$ cat src/rtl/ivf_pkg.sv
// ivf_pkg: shared types and constants of the interrupt vector target fetch unit.
// Assumes table words are 32 bits wide, so an entry is 4 bytes.
package ivf_pkg;

    // log2 of the byte size of one vector table word
    localparam int unsigned WORD_SHIFT = 2;

    // sequencer state: idle, issuing the table read, awaiting its response
    typedef enum logic [1:0] {
        ST_IDLE = 2'd0,
        ST_REQ  = 2'd1,
        ST_WAIT = 2'd2
    } seq_state_t;

    // context captured when a table read is accepted
    typedef struct packed {
        logic is_chain;
    } rd_ctx_t;

endpackage

$ cat src/rtl/ivf_entry_sel.sv
// ivf_entry_sel: picks the shared entry address for non-vectored interrupts.
// When bit 0 of the second base register is set, that register supplies the
// entry; otherwise the exception base does. The two low bits are always dropped.
// Assumes XLEN > WORD_SHIFT.
module ivf_entry_sel #(
    parameter int unsigned XLEN = 32
) (
    input  logic [XLEN-1:0] exc_base,
    input  logic [XLEN-1:0] alt_base,
    output logic [XLEN-1:0] nv_entry
);
    import ivf_pkg::*;

    localparam int unsigned HI = XLEN - WORD_SHIFT;

    logic [XLEN-1:0] chosen;

    // choose between the two base registers
    always_comb begin
        chosen = alt_base[0] ? alt_base : exc_base;
    end

    // clear the low alignment bits
    always_comb begin
        nv_entry = {chosen[XLEN-1:WORD_SHIFT], {WORD_SHIFT{1'b0}}};
    end

    initial begin
        if (HI == 0) $error("ivf_entry_sel: XLEN too small");
    end
endmodule

$ cat src/rtl/ivf_addr_calc.sv
// ivf_addr_calc: forms the vector table entry address base + ID * word size.
// Assumes ID_W + WORD_SHIFT <= XLEN.
module ivf_addr_calc #(
    parameter int unsigned XLEN = 32,
    parameter int unsigned ID_W = 12
) (
    input  logic [XLEN-1:0] tbl_base,
    input  logic [ID_W-1:0] irq_id,
    output logic [XLEN-1:0] entry_addr
);
    import ivf_pkg::*;

    localparam int unsigned PAD = XLEN - ID_W - WORD_SHIFT;

    logic [XLEN-1:0] offset;

    // scale the ID to a byte offset
    always_comb begin
        offset = {{PAD{1'b0}}, irq_id, {WORD_SHIFT{1'b0}}};
    end

    // add the offset to the table base
    always_comb begin
        entry_addr = tbl_base + offset;
    end
endmodule

$ cat src/rtl/ivf_seq.sv
// ivf_seq: request acceptance, single outstanding table read, and registered
// result strobes. A take request has priority over a chain request. Assumes the
// memory returns one response per request, never in the request cycle.
module ivf_seq #(
    parameter int unsigned XLEN = 32
) (
    input  logic            clk,
    input  logic            rst_n,
    input  logic            take_valid,
    input  logic            take_vectored,
    input  logic            chain_valid,
    input  logic            chain_pending,
    input  logic [XLEN-1:0] chain_pc,
    input  logic [XLEN-1:0] nv_entry,
    input  logic [XLEN-1:0] tbl_addr,
    output logic            accept_rdy,
    output logic            mem_req_valid,
    output logic [XLEN-1:0] mem_req_addr,
    input  logic            mem_rsp_valid,
    input  logic [XLEN-1:0] mem_rsp_data,
    input  logic            mem_rsp_err,
    output logic            jump_valid,
    output logic [XLEN-1:0] jump_target,
    output logic            fault_valid,
    output logic            fetch_done,
    output logic            link_we,
    output logic [XLEN-1:0] link_data,
    output logic            mie_set
);
    import ivf_pkg::*;

    seq_state_t      state_q;
    rd_ctx_t         ctx_q;
    logic [XLEN-1:0] addr_q;
    logic [XLEN-1:0] pc_q;
    logic            go_nv;
    logic            go_tbl;
    logic            go_chain;
    logic            rsp_hit;

    // decode which request is accepted this cycle
    always_comb begin
        accept_rdy = (state_q == ST_IDLE);
        go_nv      = accept_rdy && take_valid && !take_vectored;
        go_chain   = accept_rdy && !take_valid && chain_valid && chain_pending;
        go_tbl     = (accept_rdy && take_valid && take_vectored) || go_chain;
        rsp_hit    = (state_q == ST_WAIT) && mem_rsp_valid;
    end

    // sequencer state transitions
    always_ff @(posedge clk) begin
        if (!rst_n) begin
            state_q <= ST_IDLE;
        end else begin
            unique case (state_q)
                ST_IDLE: if (go_tbl) state_q <= ST_REQ;
                ST_REQ:  state_q <= ST_WAIT;
                ST_WAIT: if (mem_rsp_valid) state_q <= ST_IDLE;
                default: state_q <= ST_IDLE;
            endcase
        end
    end

    // capture the read address and chain context on accept
    always_ff @(posedge clk) begin
        if (!rst_n) begin
            addr_q         <= '0;
            pc_q           <= '0;
            ctx_q.is_chain <= 1'b0;
        end else if (go_tbl) begin
            addr_q         <= tbl_addr;
            pc_q           <= chain_pc;
            ctx_q.is_chain <= go_chain;
        end
    end

    // table read request is driven for the single REQ cycle
    always_comb begin
        mem_req_valid = (state_q == ST_REQ);
        mem_req_addr  = addr_q;
    end

    // registered one-cycle result strobes
    always_ff @(posedge clk) begin
        if (!rst_n) begin
            jump_valid  <= 1'b0;
            fault_valid <= 1'b0;
            fetch_done  <= 1'b0;
            link_we     <= 1'b0;
            mie_set     <= 1'b0;
        end else begin
            jump_valid  <= go_nv || (rsp_hit && !mem_rsp_err);
            fault_valid <= rsp_hit && mem_rsp_err;
            fetch_done  <= rsp_hit;
            link_we     <= rsp_hit && !mem_rsp_err && ctx_q.is_chain;
            mie_set     <= rsp_hit && !mem_rsp_err && ctx_q.is_chain;
        end
    end

    // registered target and link value
    always_ff @(posedge clk) begin
        if (!rst_n) begin
            jump_target <= '0;
            link_data   <= '0;
        end else if (go_nv) begin
            jump_target <= nv_entry;
        end else if (rsp_hit && !mem_rsp_err) begin
            jump_target <= mem_rsp_data;
            link_data   <= pc_q;
        end
    end
endmodule

$ cat src/rtl/irq_vec_fetch.sv
// irq_vec_fetch: top of the interrupt vector target fetch unit. Forms the
// non-vectored entry, the table entry address of the selected ID (take wins
// over chain), and runs the read-then-jump sequence.
module irq_vec_fetch #(
    parameter int unsigned XLEN = 32,
    parameter int unsigned ID_W = 12
) (
    input  logic            clk,
    input  logic            rst_n,
    input  logic            take_valid,
    input  logic            take_vectored,
    input  logic [ID_W-1:0] take_id,
    input  logic            chain_valid,
    input  logic            chain_pending,
    input  logic [ID_W-1:0] chain_id,
    input  logic [XLEN-1:0] chain_pc,
    input  logic [XLEN-1:0] tbl_base,
    input  logic [XLEN-1:0] exc_base,
    input  logic [XLEN-1:0] alt_base,
    output logic            accept_rdy,
    output logic            mem_req_valid,
    output logic [XLEN-1:0] mem_req_addr,
    input  logic            mem_rsp_valid,
    input  logic [XLEN-1:0] mem_rsp_data,
    input  logic            mem_rsp_err,
    output logic            jump_valid,
    output logic [XLEN-1:0] jump_target,
    output logic            fault_valid,
    output logic            fetch_done,
    output logic            link_we,
    output logic [XLEN-1:0] link_data,
    output logic            mie_set
);
    logic [ID_W-1:0] sel_id;
    logic [XLEN-1:0] nv_entry;
    logic [XLEN-1:0] tbl_addr;

    // the take request owns the ID when both are present
    always_comb begin
        sel_id = take_valid ? take_id : chain_id;
    end

    ivf_entry_sel #(.XLEN(XLEN)) entry_sel_i (
        .exc_base (exc_base),
        .alt_base (alt_base),
        .nv_entry (nv_entry)
    );

    ivf_addr_calc #(.XLEN(XLEN), .ID_W(ID_W)) addr_calc_i (
        .tbl_base   (tbl_base),
        .irq_id     (sel_id),
        .entry_addr (tbl_addr)
    );

    ivf_seq #(.XLEN(XLEN)) seq_i (
        .clk           (clk),
        .rst_n         (rst_n),
        .take_valid    (take_valid),
        .take_vectored (take_vectored),
        .chain_valid   (chain_valid),
        .chain_pending (chain_pending),
        .chain_pc      (chain_pc),
        .nv_entry      (nv_entry),
        .tbl_addr      (tbl_addr),
        .accept_rdy    (accept_rdy),
        .mem_req_valid (mem_req_valid),
        .mem_req_addr  (mem_req_addr),
        .mem_rsp_valid (mem_rsp_valid),
        .mem_rsp_data  (mem_rsp_data),
        .mem_rsp_err   (mem_rsp_err),
        .jump_valid    (jump_valid),
        .jump_target   (jump_target),
        .fault_valid   (fault_valid),
        .fetch_done    (fetch_done),
        .link_we       (link_we),
        .link_data     (link_data),
        .mie_set       (mie_set)
    );
endmodule

$ cat config.mk
export PLATFORM = sky130hd
export DESIGN_NAME = irq_vec_fetch
export DESIGN_NICKNAME = d
export VERILOG_FILES = /design/src/rtl/ivf_pkg.sv /design/src/rtl/ivf_entry_sel.sv /design/src/rtl/ivf_addr_calc.sv /design/src/rtl/ivf_seq.sv /design/src/rtl/irq_vec_fetch.sv
export SDC_FILE = /design/constraint.sdc
export NUM_CORES = 1
export LEC_CHECK = 0
export BUFFER_PORTS_ARGS = -buffer_cell sky130_fd_sc_hd__buf_4
export CORE_UTILIZATION = 30
export DETAILED_ROUTE_END_ITERATION = 7
export PLACE_DENSITY = 0.6
export SYNTH_ARGS = -nofsm -noshare
export SYNTH_HDL_FRONTEND = slang
export SYNTH_HIERARCHICAL = 1
export SYNTH_SLANG_ARGS = --single-unit
export TNS_END_PERCENT = 100
$ cat constraint.sdc
create_clock -name clk -period 5.4 [get_ports clk]
set_input_delay 0.81 -clock clk [delete_from_list [all_inputs] [get_ports clk]]
set_output_delay 0.81 -clock clk [all_outputs]
set_load 0.005 [all_outputs]
* Word-level counts from Yosys, hierarchy flattened
Index checks and enable logic that the tools add are counted.
** Storage, ports and cells
- Flip-flop bits (word level) :: 135
- Logic and storage cells :: 45
** Cells by class
- Add/sub/neg operators :: 1
- Equality and inequality tests :: 4
- Multiplexer cells :: 7
- Bitwise logic cells :: 2
- Reductions and logical operators :: 20
** Operators with widths (count)
- two-way mux 32 bit :: 3
- adder 32 x 14 -> 32 bit :: 1
- two-way mux 12 bit :: 1
- logical AND 1 bit :: 10
- one-hot mux 2 bit (3 select lines) :: 1
- two-way mux 2 bit :: 2
- AND reduction 2 bit :: 2
- zero test 1 bit :: 3
- == test 2 x 1 -> 1 bit (second input constant) :: 1
- == test 2 bit (second input constant) :: 1
- zero test 2 bit :: 1
- logical OR 1 bit :: 2
- != test 2 x 1 -> 1 bit (second input constant) :: 1
- != test 2 bit (second input constant) :: 1
- NOT 1 bit :: 2
- nonzero test 2 bit :: 1
- OR reduction 2 bit :: 1

* Longest topological paths before layout
- Depth after elaboration :: 7
- Mapped depth :: 14
- Depth with buffers taken out :: 13

* Modules after synthesis
The synthesis kept the hierarchy.
** Modules (own cells, without submodules)
- ivf_seq :: instances 1, cells an instance 769, area an instance 6596.3 sq um
- ivf_addr_calc :: instances 1, cells an instance 138, area an instance 960.9 sq um
- ivf_entry_sel :: instances 1, cells an instance 36, area an instance 503.0 sq um
- irq_vec_fetch :: instances 1, cells an instance 13, area an instance 183.9 sq um

* Least setup slack after synthesis
OpenSTA, ideal clock, no wires.
- Path kind :: input port to flip-flop
- Start point :: in take_valid
- End point :: reg seq_i.addr_q[27], in the netlist seq_i/mem_req_addr[27]
- Arrival time :: 3.269 ns
- Data required time :: 5.338 ns
- Slack :: 2.069 ns
- Stages on the path :: 12
- Path buffers :: 1
- Path through :: buf_6 > mux2_4 > ha_1 > a21o_1 > a31o_1 > or2_1 > a32o_2 > o211ai_1 > xnor2_1 > nor4bb_1 > a32oi_1 > nand3_1
** On the way
- Elaborated cells between the ends (all ways) :: 9
- Classes of those cells :: add/sub (1); mux (1); reduce/logical (7)
** RTL lines
- start, declared :: line irq_vec_fetch.sv:10 : input logic take_valid,
- two-way mux 12 bit :: line irq_vec_fetch.sv:40 : sel_id = take_valid ? take_id : chain_id;
- net sel_id[4] :: line irq_vec_fetch.sv:34 : logic [ID_W-1:0] sel_id;
- adder 32 x 14 -> 32 bit :: line ivf_addr_calc.sv:24 : entry_addr = tbl_base + offset;
- net tbl_addr[27] :: line irq_vec_fetch.sv:36 : logic [XLEN-1:0] tbl_addr;
- end signal, assigned :: line ivf_seq.sv:71 : addr_q <= tbl_addr;
- end, declared :: line ivf_seq.sv:34 : logic [XLEN-1:0] addr_q;
The timed path passes the listed nets, and every way through them passes these cells.
A chain may end at the register's enable or synchronous reset.

* Final worst setup path
- Start point :: in take_valid
- End point :: reg seq_i.addr_q[30], in the netlist seq_i/mem_req_addr[30]
Same word-level chain as after synthesis.

==> key figures <==
Timing
  • Count of pins over their slew limit: 0
  • Relative slew slack: 0.239
  • Worst slew pin tran: 1140 ps
  • Part of the cycle the worst path needs: 0.644
  • Endpoints failing setup: 0
  • Final hold violation count: 0
  • Worst Skew: 22.3 ps
  • Accumulated negative setup slack: 0 ps
  • Min cycle time layout: 3470 ps
  • RSZ-0062 raised after global routing: false
  • Timing-limited maximum frequency: 0.288 GHz

Clock network
  • Clock network latency to the later pin of the worst-skew pair: 420 ps
  • CTS clock-pin slew for the worst setup and hold paths: 60 ps
  • Resized Gates After CTS: 0
  • Buffer count from post-CTS setup fixing: 0
  • Max clock buf depth: 2
  • Root cell of the clock tree: clkbuf_16
  • Number of buffers created by CTS: 17
  • H-tree levels: 4
  • Sink Count: 135
  • Hold_buf cts: 0
  • CTS tree: done

Floorplanning
  • Vertical extent of the die: 168 um
  • DIE WIDTH: 168 um
  • Std-Cell Core Area: 0.0270 mm^2
  • Total I/O pin count: 295
  • Die Footprint: 0.0281 mm^2
  • Starting density of the core: 0.306
  • Number of standard-cell rows in the floorplan: 60

Worst setup path
  • Critical path data arrival time: 3820 ps
  • Critical path endpoint category: flop
  • Setup slack on the worst flop-to-flop path: 2700 ps
  • Category of the critical setup timing path: primary input to flop
  • Required time of the critical path: 5750 ps
  • Nature of the critical path startpoint: primary input
  • Peak fanout along the critical path: 19

Logic synthesis
  • Count of warnings emitted by yosys: 6
  • Leading post-synthesis cells by cell area: dfxtp_1 33%, nor4bb_1 7.9%, mux2_4 7.3%, a32oi_1 6.8%, nand2_1 6.5%
  • Biggest area consumer among synthesized cells: dfxtp_1
  • Area fraction of the dominant cell type after synthesis: 0.328
  • Yosys reg bits: 135
  • Cell count after synthesis: 956
  • Mean instance size in the synthesized netlist: 8.62 um^2
  • Post-synth design cell area: 0.00824 mm^2
  • Primary FF master, synth: dfxtp_1
  • Post-synthesis cell type count: 59
  • Post-synth EDFFs: 0
  • Share of synthesized flip-flops with an asynchronous set or reset: 0
  • Sequential share of the synthesized area: 0.328

Placement
  • HPWL after detailed placement: 17.6 mm
  • Placer's final routability congestion estimate: 0.872
  • DP Area: 0.0105 mm^2
  • Buffers on Ports: 291

Drt
  • Detailed Route Iter0 Violations: 732
  • Routed wire length: 26.9 mm
  • Number of nets with antenna violations after routing: 0
  • Total via count in the routed design: 8,224
  • Length of the first detailed-routing pass in iterations: 8
  • M1 wire length: 12.5 mm
  • Number of vias per cell: 5.40
  • DR DRC count: 0
  • Uppermost signal routing layer after detailed routing: met5
  • Drt wl/cell: 17.6 um
  • Routed length on met2: 12.6 mm
  • Routed length on met3: 1.37 mm

Power and ir drop
  • NetSw: 816 uW
  • Leakage Power: 0.00470 uW
  • Share of total power in sequential cells: 0.387
  • Power share of the clock group: 0.404
  • Share of power burned in combinational logic: 0.209
  • Switching Fraction: 0.283
  • Peak supply drop: 0.000199 V
  • Int Pwr: 2070 uW
  • Pwr per Cell Area: 260 mW/mm^2

Finish
  • Top library cells by usage in the layout, fill and taps aside: 301 x buf_4, 141 x nand2_1, 133 x dfxtp_1
  • Finished layout cell area: 0.0111 mm^2
  • Syn-to-layout area delta: 34.3%
  • # fillers: 2,713
  • Antenna diode count: 0
  • Final net count: 1,374
  • Most frequent standard cell in the layout excluding fill and tap cells: buf_4
  • Layout cells sized above 1: 0.331

Global routing
  • Vias in the first global route: 7,644
  • Maximum number of pins on one net before global-route repair: 147
  • Antenna violations before repair: 1
  • Global Route Usage Sum: 0.187
  • Aggregate global routing overflow: 0
  • Global-route wire length before repair: 42.4 mm

Hold path
  • Tightest Hold Check Type: flop to flop

Job
  • Number of max-capacitance violations reported: 0

Status
  • Result of the run: finished clean
[worst paths after layout]
kind | start | endpoint | depth (start not counted)
worst max-delay path | take_valid | seq_i/mem_req_addr[30] | 14
worst min-delay path | seq_i/link_data[14] | seq_i/link_data[14] | 2
worst max register to register | seq_i/state_q[1] | seq_i/pc_q[10] | 5
worst min register to register | seq_i/link_data[14] | seq_i/link_data[14] | 2
[cell type report]
class / count / area, um^2 / area share
clock buffers: 18 / 439 / 0.0397
multi-input cells: 704 / 5040 / 0.455
inverters: 8 / 30.0 / 0.00271
repair buffers: 303 / 2290 / 0.207
flip-flops and latches: 135 / 2710 / 0.244
clock inverters: 14 / 148 / 0.0133
well taps: 341 / 427 / 0.0385
[logic make-up (layout without fill, tap and decap cells)]
family                   Yosys count  after routing  synth area share
adder cells (fa/ha/maj)           13             13            0.0206
AND/OR/NAND/NOR                  416            416             0.287
multiplexers                      42             42            0.0756
XOR/XNOR                          28             28            0.0297
AO/OA/AOI/OAI                    203            203             0.192
other                              1              2          0.000455
flip-flops                       135            135             0.328
buffers and inverters            118            343            0.0672
[stage by stage]
stage	total power, uW	utilization	hold slack, ps	worst slack (ps)	cells
3_3_place_gp	1730	0.389	451	1570	1491
4_1_cts	2910	0.411	464	1930	1523
3_5_place_dp	1740	0.389	456	1500	1491
6_report	2880	0.411	461	1930	1523
5_1_grt	3020	0.411	480	1580	1523
2_1_floorplan	1470	-	455	2070	957
[per-layer routing]
metal,GRT usage,vias to the layer above
met5,0,-
met4,0.0495,2
met3,0.0409,21
met2,0.299,240
met1,0.253,3922
li1,-,4039
[power by group through the flow]
stage | logic, uW | registers, uW | clock network, uW
2_1_floorplan | 349 | 1120 | 0
5_1_grt | 656 | 1120 | 1240
4_1_cts | 604 | 1120 | 1190
3_3_place_gp | 596 | 1130 | 0
3_5_place_dp | 602 | 1140 | 0
6_report | 603 | 1120 | 1160
[critical path, cell delays in order]
cell and delay [ps]:
buf_4 260, mux2_4 210, ha_1 150, inv_1 50
fa_1 390, nor2b_1 180, o2111ai_1 160, a211o_1 310
o211ai_2 270, nand4_1 160, xnor2_1 280, nor4bb_1 360
a32oi_1 100, nand3_1 120
[flip-flops by register name (all words and copies together), names as in the netlist]
signal              cells
seq_i/jump_valid        1
seq_i/fault_valid       1
seq_i/jump_target      32
seq_i/pc_q             32
seq_i/mem_req_addr     32
seq_i/state_q           2
seq_i/fetch_done        1
seq_i/mie_set           1
seq_i/link_data        32
seq_i/ctx_q             1
[cell usage after synthesis, types with 12 or more instances]
cell / n
mux2_4: 40
buf_2: 32
a21boi_0: 34
dfxtp_1: 135
xnor2_1: 18
nor2_1: 12
ha_1: 12
clkbuf_1: 61
nand3_1: 103
nand4_1: 68
nand2_1: 142
a32oi_1: 64
a22oi_1: 32
a21boi_1: 31
nor4bb_1: 65
Note: power is estimated with default switching activity, not from simulation.
